<file path="src/rtl/sdspi_pkg.sv">
package sdspi_pkg;

    typedef enum logic [2:0] {
        ST_IDLE,
        ST_ARG,
        ST_ISSUE,
        ST_WAIT,
        ST_GAP,
        ST_RESP,
        ST_READ,
        ST_WRITE
    } seq_state_t;

    localparam logic [7:0] FILL_BYTE   = 8'hFF;
    localparam logic [7:0] TOK_MULTI   = 8'hFC;
    localparam logic [7:0] TOK_HALT    = 8'hFD;
    localparam logic [7:0] TOK_SINGLE  = 8'hFE;
    localparam logic [7:0] ABORT_BYTE  = 8'h4C;

    function automatic logic is_busy_cmd(input logic [5:0] idx);
        return (idx == 6'd28) || (idx == 6'd29) || (idx == 6'd38);
    endfunction

endpackage

</file>
<file path="src/rtl/sdspi_byte_class.sv">
module sdspi_byte_class
    import sdspi_pkg::*;
#(
    parameter int BYTE_W = 8
) (
    input  logic [BYTE_W-1:0] din,
    output logic              is_null,
    output logic              is_halt,
    output logic              is_data_tok,
    output logic              is_abort
);
    always_comb begin
        is_null     = (din == FILL_BYTE);
        is_halt     = (din == TOK_HALT);
        is_data_tok = (din == TOK_MULTI) || (din == TOK_SINGLE);
        is_abort    = (din == ABORT_BYTE);
    end
endmodule

</file>
<file path="src/rtl/sdspi_arg_shift.sv">
module sdspi_arg_shift #(
    parameter int BYTE_W  = 8,
    parameter int N_BYTES = 4
) (
    input  logic                      clk,
    input  logic                      rst_n,
    input  logic                      clr,
    input  logic                      shift,
    input  logic [BYTE_W-1:0]         din,
    output logic [N_BYTES*BYTE_W-1:0] arg_q,
    output logic                      full
);
    localparam int ARG_W = N_BYTES * BYTE_W;
    localparam int CNT_W = $clog2(N_BYTES + 1);

    logic [CNT_W-1:0] cnt_q;

    always_ff @(posedge clk) begin
        if (!rst_n || clr) begin
            arg_q <= '0;
            cnt_q <= '0;
        end else if (shift && !full) begin
            arg_q <= {arg_q[ARG_W-BYTE_W-1:0], din};
            cnt_q <= cnt_q + 1'b1;
        end
    end

    assign full = (cnt_q == CNT_W'(N_BYTES));
endmodule

</file>
<file path="src/rtl/sdspi_rsp_buf.sv">
module sdspi_rsp_buf #(
    parameter int BYTE_W    = 8,
    parameter int MAX_BYTES = 5,
    parameter int LEN_W     = 3
) (
    input  logic                        clk,
    input  logic                        rst_n,
    input  logic                        load,
    input  logic [LEN_W-1:0]            len_in,
    input  logic [MAX_BYTES*BYTE_W-1:0] data_in,
    input  logic                        adv,
    output logic [BYTE_W-1:0]           cur,
    output logic                        more
);
    logic [BYTE_W-1:0] slot_q [MAX_BYTES];
    logic [LEN_W-1:0]  left_q;
    logic [LEN_W-1:0]  len_clamped;

    assign len_clamped = (len_in > LEN_W'(MAX_BYTES)) ? LEN_W'(MAX_BYTES) : len_in;

    for (genvar k = 0; k < MAX_BYTES; k++) begin : g_slot
        always_ff @(posedge clk) begin
            if (!rst_n) begin
                slot_q[k] <= '0;
            end else if (load) begin
                slot_q[k] <= data_in[k*BYTE_W +: BYTE_W];
            end else if (adv) begin
                if (k == MAX_BYTES - 1) slot_q[k] <= '0;
                else                    slot_q[k] <= slot_q[(k+1) % MAX_BYTES];
            end
        end
    end

    always_ff @(posedge clk) begin
        if (!rst_n)               left_q <= '0;
        else if (load)            left_q <= len_clamped;
        else if (adv && more)     left_q <= left_q - 1'b1;
    end

    assign cur  = slot_q[0];
    assign more = (left_q != '0);
endmodule

</file>
<file path="src/rtl/sdspi_cmd_seq.sv">
module sdspi_cmd_seq
    import sdspi_pkg::*;
#(
    parameter int BYTE_W    = 8,
    parameter int ARG_BYTES = 4,
    parameter int RSP_MAX   = 5,
    parameter int IDX_W     = 6
) (
    input  logic                      clk,
    input  logic                      rst_n,
    input  logic                      card_present,
    input  logic                      xfer_valid,
    output logic                      xfer_ready,
    input  logic [BYTE_W-1:0]         xfer_mosi,
    output logic                      xfer_done,
    output logic [BYTE_W-1:0]         xfer_miso,
    output logic                      cmd_valid,
    input  logic                      cmd_ready,
    output logic [IDX_W-1:0]          cmd_index,
    output logic [ARG_BYTES*BYTE_W-1:0] cmd_arg,
    input  logic                      rsp_valid,
    input  logic [$clog2(RSP_MAX+1)-1:0] rsp_len,
    input  logic [RSP_MAX*BYTE_W-1:0] rsp_data,
    input  logic                      data_ready,
    output logic                      rd_strobe,
    input  logic [BYTE_W-1:0]         rd_byte,
    input  logic                      rd_last,
    output logic                      wr_strobe,
    output logic [BYTE_W-1:0]         wr_byte,
    input  logic                      wr_last
);
    localparam int LEN_W = $clog2(RSP_MAX + 1);

    seq_state_t state, state_d;

    logic              fire, active;
    logic              cls_null, cls_halt, cls_data, cls_abort;
    logic              arg_clr, arg_shift, arg_full;
    logic              idx_load, stop_set, stop_clr, stop_q;
    logic              rsp_load, rsp_adv, rsp_more;
    logic [BYTE_W-1:0] rsp_cur, miso_d;
    logic [IDX_W-1:0]  idx_q;
    logic              rd_take, wr_take;

    assign xfer_ready = (state != ST_ISSUE) && (state != ST_WAIT);
    assign fire       = xfer_valid && xfer_ready;
    assign active     = fire && card_present;
    assign rsp_load   = (state == ST_WAIT) && rsp_valid;

    sdspi_byte_class #(.BYTE_W(BYTE_W)) u_class (
        .din         (xfer_mosi),
        .is_null     (cls_null),
        .is_halt     (cls_halt),
        .is_data_tok (cls_data),
        .is_abort    (cls_abort)
    );

    sdspi_arg_shift #(.BYTE_W(BYTE_W), .N_BYTES(ARG_BYTES)) u_arg (
        .clk   (clk),
        .rst_n (rst_n),
        .clr   (arg_clr),
        .shift (arg_shift),
        .din   (xfer_mosi),
        .arg_q (cmd_arg),
        .full  (arg_full)
    );

    sdspi_rsp_buf #(.BYTE_W(BYTE_W), .MAX_BYTES(RSP_MAX), .LEN_W(LEN_W)) u_rsp (
        .clk     (clk),
        .rst_n   (rst_n),
        .load    (rsp_load),
        .len_in  (rsp_len),
        .data_in (rsp_data),
        .adv     (rsp_adv),
        .cur     (rsp_cur),
        .more    (rsp_more)
    );

    always_comb begin
        state_d   = state;
        miso_d    = FILL_BYTE;
        arg_clr   = 1'b0;
        arg_shift = 1'b0;
        idx_load  = 1'b0;
        stop_set  = 1'b0;
        stop_clr  = 1'b0;
        rsp_adv   = 1'b0;
        rd_take   = 1'b0;
        wr_take   = 1'b0;
        unique case (state)
            ST_IDLE: if (active) begin
                if (cls_data) begin
                    state_d = ST_WRITE;
                end else if (!cls_null && !cls_halt) begin
                    idx_load = 1'b1;
                    arg_clr  = 1'b1;
                    state_d  = ST_ARG;
                end
            end
            ST_ARG: if (active) begin
                if (arg_full) state_d = ST_ISSUE;
                else          arg_shift = 1'b1;
            end
            ST_ISSUE: if (cmd_ready) state_d = ST_WAIT;
            ST_WAIT:  if (rsp_valid) state_d = ST_GAP;
            ST_GAP:   if (active)    state_d = ST_RESP;
            ST_RESP: if (active) begin
                if (rsp_more) begin
                    miso_d  = rsp_cur;
                    rsp_adv = 1'b1;
                end else if (stop_q) begin
                    stop_clr = 1'b1;
                    state_d  = ST_IDLE;
                end else if (data_ready) begin
                    state_d = ST_READ;
                end else begin
                    state_d = ST_IDLE;
                end
            end
            ST_READ: if (active) begin
                if (cls_abort) begin
                    idx_load = 1'b1;
                    arg_clr  = 1'b1;
                    stop_set = 1'b1;
                    state_d  = ST_ARG;
                end else begin
                    miso_d  = rd_byte;
                    rd_take = 1'b1;
                    if (rd_last) state_d = ST_IDLE;
                end
            end
            ST_WRITE: if (active) begin
                wr_take = 1'b1;
                if (wr_last) state_d = ST_IDLE;
            end
        endcase
    end

    // state register
    always_ff @(posedge clk) begin
        if (!rst_n) state <= ST_IDLE;
        else        state <= state_d;
    end

    // outputs and command context
    always_ff @(posedge clk) begin
        if (!rst_n) begin
            xfer_done <= 1'b0;
            xfer_miso <= FILL_BYTE;
            idx_q     <= '0;
            stop_q    <= 1'b0;
        end else begin
            xfer_done <= fire;
            if (fire) xfer_miso <= miso_d;
            if (idx_load) idx_q <= xfer_mosi[IDX_W-1:0];
            if (stop_set || (rsp_load && is_busy_cmd(idx_q))) stop_q <= 1'b1;
            else if (stop_clr)                                 stop_q <= 1'b0;
        end
    end

    assign cmd_valid = (state == ST_ISSUE);
    assign cmd_index = idx_q;
    assign rd_strobe = rd_take;
    assign wr_strobe = wr_take;
    assign wr_byte   = xfer_mosi;
endmodule

</file>
<file path="config.mk">
export PLATFORM = sky130hd
export DESIGN_NAME = sdspi_cmd_seq
export DESIGN_NICKNAME = d
export VERILOG_FILES = /design/src/rtl/sdspi_pkg.sv /design/src/rtl/sdspi_byte_class.sv /design/src/rtl/sdspi_arg_shift.sv /design/src/rtl/sdspi_rsp_buf.sv /design/src/rtl/sdspi_cmd_seq.sv
export SDC_FILE = /design/constraint.sdc
export NUM_CORES = 1
export LEC_CHECK = 0
export BUFFER_PORTS_ARGS = -buffer_cell sky130_fd_sc_hd__buf_4
export CORE_AREA = 2 2 133 135
export CTS_CLUSTER_SIZE = 30
export DETAILED_ROUTE_END_ITERATION = 10
export DIE_AREA = 0 0 135 137
export PLACE_DENSITY = 0.45
export SKIP_CTS_REPAIR_TIMING = 1
export SLEW_MARGIN = 20
export SYNTH_ARGS = -nofsm -noshare
export SYNTH_HDL_FRONTEND = slang
export SYNTH_SLANG_ARGS = --single-unit
</file>
<file path="constraint.sdc">
create_clock -name clk -period 7.51 [get_ports clk]
set_input_delay 0.751 -clock clk [delete_from_list [all_inputs] [get_ports clk]]
set_output_delay 0.751 -clock clk [all_outputs]
set_load 0.01 [all_outputs]
</file>
==> results of run 1 <==
-- power breakdown --
group          switching [W]  internal [W]
clock network       0.000209      0.000264
registers          0.0000111      0.000562
logic              0.0000512     0.0000455
total               0.000271      0.000871
-- cell usage in the layout (no fill, tap or decap), types with 7 or more instances in the layout --
cell	netlist	routed
sky130_fd_sc_hd__buf_4	11	130
sky130_fd_sc_hd__nand2_1	91	91
sky130_fd_sc_hd__dfxtp_1	57	57
sky130_fd_sc_hd__edfxtp_1	40	40
sky130_fd_sc_hd__a21oi_1	36	36
sky130_fd_sc_hd__a22o_1	33	33
sky130_fd_sc_hd__o21ai_0	26	26
sky130_fd_sc_hd__nand3_1	14	14
sky130_fd_sc_hd__nor2_1	12	11
sky130_fd_sc_hd__and3_1	10	10
sky130_fd_sc_hd__clkbuf_16	0	9
sky130_fd_sc_hd__nand4_1	8	8
sky130_fd_sc_hd__inv_1	7	7
-- layer usage --
layer,share of wire,vias to the layer above
met4,0.026,0
met2,0.46,121
li1,-,1706
met5,0,-
met1,0.42,1634
met3,0.095,19
-- cells by family after synthesis --
group / after synthesis
AND/OR/NAND/NOR: 155
flip-flops: 97
AO/OA/AOI/OAI: 113
XOR/XNOR: 3
buffers and inverters: 45
adder cells (fa/ha/maj): 4
multiplexers: 3
-- metrics by stage --
stage	setup WS (ns)	total power, W	cell area, µm²	hold WS [ns]
2_1_floorplan	4.73	0.000629	4180	0.453
3_3_place_gp	4.73	0.000683	5230	0.448
3_5_place_dp	4.68	0.000684	5230	0.450
4_1_cts	4.47	0.00116	5530	0.464
5_1_grt	4.26	0.00119	5530	0.478
6_report	4.48	0.00114	5530	0.463
-- tightest hold or removal path, delay by kind of cell (launching register included) --
kind	cells	cell delay, ns
and+or+nand+nor	1	0.05
DFF	1	0.31
AOI/OAI and AO/OA	1	0.05
-- worst max-delay path by stage --
stage / slack (ns) / depth (start not counted) / from / endpoint
2_1_floorplan: 4.73 / 5 / card_present / u_rsp.slot_q[0][0]$_DFFE_PP_
3_3_place_gp: 4.73 / 5 / xfer_valid / u_rsp.slot_q[3][1]$_DFFE_PP_
3_5_place_dp: 4.68 / 5 / xfer_valid / u_rsp.slot_q[2][7]$_DFFE_PP_
4_1_cts: 4.47 / 6 / state[1]$_SDFFE_PN0P_ / rd_strobe
5_1_grt: 4.26 / 6 / state[1]$_SDFFE_PN0P_ / rd_strobe
6_report: 4.48 / 6 / state[1]$_SDFFE_PN0P_ / rd_strobe
-- cell type report --
class / instances / area, µm² / area share
flip-flops and latches: 97 / 2340 / 0.423
multi-input cells: 278 / 1600 / 0.288
repair buffers: 130 / 976 / 0.176
well taps: 225 / 282 / 0.0509
clock buffers: 10 / 229 / 0.0414
clock inverters: 6 / 75.1 / 0.0136
inverters: 9 / 33.8 / 0.00610
-- registers in the layout, indices dropped and copies added (netlist names) --
| register | flops |
|---|---|
| u_rsp.slot_q | 40 |
| stop_q | 1 |
| u_arg.arg_q | 32 |
| u_rsp.left_q | 3 |
| xfer_done | 1 |
| xfer_miso | 8 |
| u_arg.cnt_q | 3 |
| cmd_index | 6 |
| state | 3 |
==> results, run 1 <==
- The met2 global-route usage is 0.194.
- The number of clock sinks seen by CTS is 97.
- The top-area cell type share of the netlist area is 0.287.
- During synthesis, Yosys emitted a total of 0 warnings.
- The final route contains 3480 vias.
- The number of buffers and inverters on the critical path is 2.
- The overflow left after global routing is 0.
- Measured in cells, the most critical reg-to-reg path has a length of 6.
- In the synthesized netlist the dominant register cell turns out to be sky130_fd_sc_hd__dfxtp_1.
- The instance count along the most critical hold path is 2.
- Headroom to the max-slew limit came out at 0.257.
- After technology mapping, the gate count stands at 420.
- The final layout net count is a little under 600.
- Counting the fill cells in the layout gives 1795.
- After the first detailed-routing iteration, the DRC count stood at 170.
- Yosys attributes the largest share of cell area to sky130_fd_sc_hd__edfxtp_1 (29%), sky130_fd_sc_hd__dfxtp_1 (27%), sky130_fd_sc_hd__nand2_1 (8.2%).
- For flop-to-flop paths, the worst setup slack is around 4.7 ns.
- The clock latency on the worst-skew pair is between 0.3 and 0.4 ns.
- The global-route met3 utilization is 0.0533.
- The min-delay analysis places its worst path in the category reg2reg.
- The worst stage delay on the critical path is around 0.73 ns.
- The post-route core utilization is 0.324.
- The height of the die is around 140 µm.
- At the end of routability-driven placement, the weighted congestion stood at between 0.7 and 0.8.
- The standard cell core area is about 17000 µm².
- The total power per unit cell area is approximately 210 nW/µm².
- The destination of the worst register-to-register timing path is u_arg.arg_q[16]$_SDFFE_PP0P_.
- Setup repair after global routing left no endpoint under its margin.
- The worst-case IR drop observed on VDD is around 0.12 mV.
- The setup TNS is 0 ns.
- The number of hold violations in the final report is 0.
- The synthesized net count is between 400 and 500.
- Traced cell by cell, the critical path runs through nor2b_2, inv_2, nand3_1, nand2b_1, nor2_1, buf_4.
- Compared with the post-synthesis result, the final layout area differs by 32.4%.
- Clock tree synthesis selected as its root buffer the cell sky130_fd_sc_hd__clkbuf_16.
- The horizontal extent of the die is approximately 140 µm.
- The boundary pin count is between 100 and 150.
- The met1 track utilization from global routing is 0.147.
- In the final routed layout, each cell accounts on average for about 15 µm.
- The post-synthesis adder-cell area fraction is 0.0120.
- The initial antenna violation count is 0.
- The kind of cell adding the most delay to the critical path is simple AND/OR/NAND/NOR gates.
- The CTS buffer count is 9.
- The area share of xor/xnor cells in the synthesized design is 0.00629.
- The run finished with clean final reports.
- Clock-pin slew was measured on the worst setup and hold paths at 0.07 ns.
- Data arrives at the worst endpoint at approximately 2.3 ns.
- In this run the core area contains 48 standard-cell rows.
- The final critical delay including setup and external delays is approximately 3.0 ns.
- The number of antenna repair diodes is 0.
- Dividing the final minimum period by the clock period gives 0.403.
- In this run the critical register-to-register path is launched from state[1]$_SDFFE_PN0P_.
- Across the routed clock network, the largest skew measured is about 0.0055 ns.
- The synthesized area per cell is around 10 µm².
- The library cell contributing the largest single delay on the critical path is sky130_fd_sc_hd__dfxtp_1.
- The highest attainable clock frequency is approximately 330 MHz.
- The wire length of the first global-routing pass is between 15000 and 20000 µm.
- The number of global-route vias before repair is 3378.
- The detail-routed via count per cell is about 4.6.
- Measured against the total synthesized area, the mux share comes to 0.00719.
- The maximum number of pins on one net before global-route repair is 38.
- The count of different cell masters after synthesis is 46.
- The count of nets left with antenna violations once routing finished came out at 0.
- The total setup violations reported at the end of the flow is 0.
- The fraction of final layout cells with drive strength greater than 1 is 0.289.
- The number of detailed-route iterations in the first pass is 4.
- For this run, the total global-route usage over all layers was measured as 0.123.
- For the worst setup path, the data required time is about 6.8 ns.
- The transition at the pin with the smallest max-transition slack is ~1.1 ns.
- The die covers between 15000 and 20000 µm².
- The number of non-filler instances in the completed layout is around 760.
- After synthesis, the largest family of logic cells by area is compound AO/OA/AOI/OAI gates.
- TritonCTS built the clock tree.
- sky130_fd_sc_hd__nand2_1 is the most common cell in the netlist.
- The dominant cell type by area after synthesis is sky130_fd_sc_hd__edfxtp_1.
- The start point of the worst min-delay path is u_arg.arg_q[29]$_SDFFE_PP0P_.
- The number of pins exceeding their max-slew limit in the final report was 0.
- The complex-gate fraction of the synthesized area is 0.186.
- The number of port buffers is 126.
- The share of the Yosys chip area taken by registers is 0.560.
- No sink is reached through more buffers than the 2 on the longest clock path.
- The commonest cells after synthesis are sky130_fd_sc_hd__nand2_1 (91), sky130_fd_sc_hd__dfxtp_1 (57), sky130_fd_sc_hd__edfxtp_1 (40).
- The async set-reset flop share out of synthesis is 0.
- The aggregate routed wire length is approximately 11000 µm.
- The register bit count reported by yosys is 97.
- Detailed placement finished with a half-perimeter wire length of between 8000 and 9000 µm.
- The layer carrying the most global-route usage is met2.
- The leakage power is roughly 2.2 nW.
- The post-placement cell count is around 740.
- The sort of element at the start of the critical path is a register.
- The initial core utilization is 0.245.
- Along the worst path, the maximum fanout reaches 19.
- The critical path capture point type is an output port.
- The cell area after synthesis is roughly 4200 µm².
- The number of levels in the clock H-tree is 3.
- The critical path is of the reg2out type.
- The tool flagged a number of max-cap violations equal to 0.
- The count of flip-flops with a built-in enable after synthesis is 40.
- Of the total synthesized cell area, the portion taken by AND, OR, NAND and NOR gates is 0.170.
- The path with the worst hold slack has its endpoint at u_arg.arg_q[29]$_SDFFE_PP0P_.
- The final routed DRC violation total is 0.
No activity file was read; power rests on OpenSTA's default activity.
==> inputs of run 2 (changes only) <==
clock period = 2.79 ns   (was 7.51 ns; I/O delays follow)
==> run 2 against run 1 <==
Net effect:
- global-route usage about the same
- critical path type unchanged
- sequential cell count is the same
- clock skew increased by 0.00089 ns
- wire length up 1.1%
- clock power rose to 2.7 times the previous value
- die area unchanged
- non-clock buffer count rose by 5
==> results, run 2 (synthesized netlist as in run 1, its figures left out) <==
- The initial antenna violation count is 0.
- The clock transition time at the flip-flop clock pins of the worst setup and hold paths is 0.07 ns.
- The leakage power is roughly 2.2 nW.
- The overflow left after global routing is 0.
- The number of pins exceeding their max-slew limit in the final report came to 0.
- In the final layout, the registers with the most flip-flops are u_rsp.slot_q x40, u_arg.arg_q x32, xfer_miso x8.
- In this run the core area contains 48 standard-cell rows.
- Across the VDD grid, the largest voltage drop is ~0.26 mV.
- The worst clock skew is 0.00638 ns.
- The final layout net count is roughly 600.
- In the routed design, unresolved DRC markers number 0.
- The kind of critical path is reg2out.
- Of the cells placed in the final design, the portion with a size suffix greater than 1 is 0.297.
- Measured along the y axis, the die boundary spans around 140 µm.
- The boundary pin count is 127.
- In the final routed layout, each cell accounts on average for around 15 µm.
- The count of buffers added on input and output ports is about 130.
- The critical path capture point type is an output port.
- In the layout the commonest cells are sky130_fd_sc_hd__buf_4 (134), sky130_fd_sc_hd__nand2_1 (91), sky130_fd_sc_hd__dfxtp_1 (57).
- Setup repair after global routing left no endpoint under its margin.
- The wire-length estimate of the detail-placed layout is ~8200 µm.
- In this run, the number of DRC markers left after iteration 0 of detailed routing was approximately 170.
- Measured against its own limit, the worst slew margin works out to 0.309.
- The flow ran to the end, and the final reports show no timing, DRC or antenna violations.
- The critical path required time is 2.51 ns.
- The number of detailed-route iterations in the first pass is 4.
- For this block, the routed nets add up to about 11000 µm of wire.
- The worst setup path is launched from a register.
- The horizontal extent of the die is around 140 µm.
- The completed layout was analyzed and its total power is a little over 0.003 W.
- The number of clock sinks seen by CTS is 97.
- From synthesis to final layout, the design area changed by 33.7%.
- The number of levels in the clock H-tree is 3.
- The maximum number of pins on one net before global-route repair is 38.
- Counting the buffers created by CTS gives 9.
- The number of fillers in the final layout is 1797.
- Setup violations remaining at the end of the flow were counted as 0.
- The clock latency on the worst-skew pair is between 0.3 and 0.4 ns.
- The TritonCTS clock tree is built.
- The number of hold violations in the final report is 0.
- The deepest clock path buffer count is 2.
- The library cell used as clock root buffer is sky130_fd_sc_hd__clkbuf_16.
- Dividing the detail-routed via count by the number of cells gives roughly 4.6.
- The worst path in the final design needs a cycle of 2.48 ns, including I/O delays and setup.
- The type of the tightest min-delay check is in2reg.
- The total routing resource utilization after global routing is 0.123.
- Across the run, the number of max-cap violations was 0.
- The total area inside the core boundary comes to about 17000 µm².
- The number of global-route vias before repair was around 3400.
- Static timing analysis puts the maximum clock frequency at between 400 and 500 MHz.
- The leading cell type in the layout, fill and taps excluded is sky130_fd_sc_hd__buf_4.
- The initial core utilization is 0.245.
- The die covers ~18000 µm².
- 0 antenna diodes ended up in the layout.
- The wire length of the first global-routing pass is around 18000 µm.
- Of the available clock period, the critical path in the final layout requires 0.888.
- The transition at the pin with the smallest max-transition slack is slightly above 1 ns.
- Power spread over the standard cell area amounts to between 500 and 600 nW/µm².
- The number of nets with antenna violations after detailed routing is 0.
- For the worst setup path, the data arrival time is approximately 2.2 ns.
- After routing, the total negative slack on setup checks comes to 0 ns.
- The register with the most flip-flops in the layout has 40 of them.
- The weighted congestion at the end of routability-driven global placement is 0.792.
- The register name with the most flops is u_rsp.slot_q.
- Along the worst path, the maximum fanout reaches 13.
- Detailed routing inserted a total of roughly 3500 vias.
-- run 2: cell types whose count changed in the layout (fill, tap and decap cells not counted), sizes merged --
| cell | before | now |
|---|---|---|
| clkinvlp | 1 | 0 |
| inv | 11 | 12 |
| clkbuf | 10 | 9 |
| clkinv | 2 | 3 |
| buf | 130 | 135 |
-- run 2: metal layers --
| metal | track usage | wire (µm) | vias to the layer above | part of all wire |
|---|---|---|---|---|
| met1 | 0.151 | 4900 | 1651 | 0.43 |
| met3 | 0.0504 | 1070 | 14 | 0.093 |
| li1 | - | - | 1723 | - |
| met4 | 0.0480 | 215 | 0 | 0.019 |
| met2 | 0.194 | 5290 | 134 | 0.46 |
| met5 | 0 | 0 | - | 0 |
-- run 2: layout make-up --
class | count | area [µm²] | share of cell area
flip-flops and latches | 97 | 2340 | 0.419
multi-input cells | 278 | 1600 | 0.286
repair buffers | 135 | 1030 | 0.184
well taps | 225 | 282 | 0.0504
clock buffers | 9 | 225 | 0.0403
clock inverters | 7 | 81.3 | 0.0146
inverters | 9 | 33.8 | 0.00605
-- run 2: worst paths after layout --
kind                                     start                      endpoint  slack [ns]  cells past startpoint
setup / recovery         state[1]$_SDFFE_PN0P_                     rd_strobe        0.31                      8
hold reg to reg   u_arg.arg_q[29]$_SDFFE_PP0P_  u_arg.arg_q[29]$_SDFFE_PP0P_        0.46                      2
setup reg to reg         state[2]$_SDFFE_PN0P_  u_rsp.slot_q[1][7]$_DFFE_PP_        0.47                      5
hold / removal                    xfer_mosi[1]     cmd_index[1]$_SDFFE_PN0P_        0.19                      3
-- run 2: metrics by stage --
stage / cells / setup WS, ns / cell area, µm² / utilization / hold WS (ns)
after floorplan: 420 / 0.288 / 4180 / - / 0.409
after global placement: 744 / 0.566 / 5280 / 0.310 / 0.447
after detailed placement: 744 / 0.495 / 5280 / 0.310 / 0.453
after CTS: 760 / 0.317 / 5590 / 0.328 / 0.175
after global routing: 760 / 0.147 / 5590 / 0.328 / 0.204
final: 760 / 0.312 / 5590 / 0.328 / 0.194
-- run 2: worst max-delay path, stage by stage (launching register included) --
cell and delay, ns:
sky130_fd_sc_hd__dfxtp_1 0.42, sky130_fd_sc_hd__buf_4 0.23, sky130_fd_sc_hd__nor2b_2 0.27, sky130_fd_sc_hd__inv_2 0.09, sky130_fd_sc_hd__nand3_1 0.16, sky130_fd_sc_hd__buf_4 0.15, sky130_fd_sc_hd__nand2b_1 0.29, sky130_fd_sc_hd__nor2_1 0.09
sky130_fd_sc_hd__buf_4 0.15
-- run 2: power by group --
group,switching (W),leakage (nW),internal [W]
clock network,0.000569,0.153,0.000711
registers,0.0000216,0.875,0.00151
logic,0.000150,1.16,0.000130
==> inputs of run 3 (changes only) <==
PLACE_DENSITY = default   (was 0.45)
==> run 3 against run 2 <==
Net effect:
- sequential cell count is the same
- via count is essentially flat
- critical path depth shrank 3
- largest cell class unchanged
==> results, run 3 (synthesized netlist as in run 1, its figures left out) <==
- The number of pins exceeding their max-slew limit in the final report is 0.
- The initial antenna violation count is 0.
- The total non-filler cell area in the finished layout is roughly 5600 µm².
- The overflow left after global routing is 0.
- The final routed DRC violation total is 0.
- For this run, the total global-route usage over all layers was measured as 0.122.
- The critical path capture point type is a register.
- In this run the core area contains 48 standard-cell rows.
- The clock reaches the later pin of the worst-skew pair after roughly 0.35 ns.
- The die covers 18500 µm².
- Counting buffers and inverters, the worst setup path is 5 cells deep.
- The library cell contributing the largest single delay on the critical path is sky130_fd_sc_hd__or4b_1.
- The worst-case IR drop observed on VDD is 0.311 mV.
- The cell family contributing the most delay on the critical path is simple AND/OR/NAND/NOR gates.
- Along the worst path, the maximum fanout reaches 32.
- The H-tree was split into 3 levels.
- After the first detailed-routing iteration, the DRC count stood at 203.
- The detail-routed via count per cell is around 4.6.
- The leading cell type in the layout, fill and taps excluded is sky130_fd_sc_hd__buf_4.
- Detailed placement ended at an HPWL of approximately 8200 µm.
- The final layout contains 601 nets.
- At the worst endpoint, the arrival time is between 2 and 3 ns.
- Summed over all failing endpoints, the final setup total negative slack is 0 ns.
- The library cell used as clock root buffer is sky130_fd_sc_hd__clkbuf_16.
- Counting instances, the worst hold path has a depth of 3.
- The detailed-route via count is approximately 3500.
- The number of buffers and inverters on the critical path is 1.
- The kind of critical path is reg2reg.
- The aggregate routed wire length is 11300 µm.
- The critical path required time is between 3 and 4 ns.
- The clock passes through at most 2 buffers.
- The worst stage delay on the critical path is between 0.8 and 0.9 ns.
- The register name with the most flops is u_rsp.slot_q.
- The growth of design area from synthesis to finish is 34.2%.
- For this configuration, the core starts out at a cell density of 0.245.
- The clock drives 97 sinks.
- In the layout the commonest cells are sky130_fd_sc_hd__buf_4 (133), sky130_fd_sc_hd__nand2_1 (91), sky130_fd_sc_hd__dfxtp_1 (57).
- The number of flip-flops in the largest register is 40.
- The largest registers in the layout are u_rsp.slot_q x40, u_arg.arg_q x32, xfer_miso x8.
- The number of port buffers is 126.
- The leakage power is roughly 2.2 nW.
- The worst path needs approximately 2.3 ns of the cycle, external delays included.
- Counting the fill cells in the layout gives between 1500 and 2000.
- The region available for standard cell placement spans about 17000 µm².
- For this design the top-level I/O count stands at 127.
- The flow ran to the end, and the final reports show no timing, DRC or antenna violations.
- In the final routed layout, each cell accounts on average for ~15 µm.
- The number of cells traversed by the worst register-to-register path is 5.
- The number of global-route vias before repair is ~3400.
- The number of antenna repair diodes is 0.
- For this run, the top clock speed supported by timing is 430 MHz.
- The sort of element at the start of the critical path is a register.
- The TritonCTS clock tree is built.
- In the final layout, the share of cells above drive strength 1 is 0.296.
- The maximum number of pins on one net before global-route repair is 38.
- The horizontal extent of the die is between 100 and 150 µm.
- The first global-routing pass estimated approximately 17000 µm of wire.
- The clock transition time at the flip-flop clock pins of the worst setup and hold paths is around 0.070 ns.
- The transition at the pin with the smallest max-transition slack is ~1 ns.
- Setup repair after global routing left no endpoint under its margin.
- The detail route stage leaves a number of antenna-violating nets equal to 0.
- The worst pin sits at a relative slew slack of 0.317.
- The total setup violations reported at the end of the flow is 0.
- The number of hold violations in the final report is 0.
- Of the available clock period, the critical path in the final layout requires 0.833.
- In this run the worst hold path is classified as in2reg.
- For this run, the share of the core covered by cells in the final layout is 0.329.
- The number of detailed-route iterations in the first pass is 6.
- The total power per unit cell area is approximately 570 nW/µm².
- Routability-driven placement finished with a final weighted congestion of slightly above 0.8.
- In this run the vertical extent of the chip is about 140 µm.
- The total of max-cap violations is 0.
- Traced cell by cell, the critical path runs through nand2_1, or4b_1, nor2_4, buf_4, a22o_1.
- The worst clock skew is a little under 0.007 ns.
- After detailed placement, the total cell area comes to roughly 5300 µm².
- In this run, CTS created clock tree buffers numbering 9.
[run 3: cell count changes in the layout (fill, tap and decap cells not counted)]
cell,change
sky130_fd_sc_hd__inv_6,-2
sky130_fd_sc_hd__inv_8,+2
sky130_fd_sc_hd__buf_4,-1
sky130_fd_sc_hd__bufinv_16,+1
sky130_fd_sc_hd__clkinv_2,-1
sky130_fd_sc_hd__clkinv_4,-1
sky130_fd_sc_hd__clkinvlp_4,+1
[run 3: area by class of cell]
type,count,area [µm²],area share
multi-input cells,278,1600,0.285
well taps,225,282,0.0502
flip-flops and latches,97,2340,0.418
clock inverters,7,110,0.0196
inverters,9,33.8,0.00602
clock buffers,9,225,0.0402
repair buffers,134,1020,0.182
[run 3: report_power, final]
group | internal (W) | leakage, nW | switching [W] | total (W)
sequential | 0.00151 | 0.875 | 0.0000217 | 0.00153
combinational | 0.000129 | 1.16 | 0.000148 | 0.000277
clock | 0.000808 | 0.162 | 0.000582 | 0.00139
total | 0.00245 | 2.20 | 0.000752 | 0.00320
[run 3: worst paths after layout]
path | to | start | slack [ns]
setup / recovery | u_rsp.slot_q[3][3]$_DFFE_PP_ | state[2]$_SDFFE_PN0P_ | 0.47
setup reg to reg | u_rsp.slot_q[3][3]$_DFFE_PP_ | state[2]$_SDFFE_PN0P_ | 0.47
hold / removal | cmd_index[1]$_SDFFE_PN0P_ | xfer_mosi[1] | 0.18
hold reg to reg | u_arg.arg_q[24]$_SDFFE_PP0P_ | u_arg.arg_q[24]$_SDFFE_PP0P_ | 0.46
[run 3: layer usage]
metal	GRT usage	vias up	wire, µm
met1	0.141	1673	4820
met3	0.0500	11	952
li1	-	1721	-
met5	0	-	0
met2	0.200	120	5330
met4	0.0475	0	197
[run 3: through the flow]
stage / total power (W) / std cells / worst slack (ns) / hold WS, ns
3_5_place_dp: 0.00185 / 743 / 0.505 / 0.450
4_1_cts: 0.00324 / 759 / 0.477 / 0.167
5_1_grt: 0.00334 / 759 / 0.286 / 0.171
6_report: 0.00320 / 759 / 0.466 / 0.179
3_3_place_gp: 0.00184 / 743 / 0.595 / 0.445
2_1_floorplan: 0.00169 / 420 / 0.288 / 0.409
[run 3: worst min-delay path: cells and delay by family]
| kind | cells | cell delay (ns) |
|---|---|---|
| buf+inv | 1 | 0.10 |
| simple gates | 1 | 0.06 |
| compound gates | 1 | 0.06 |
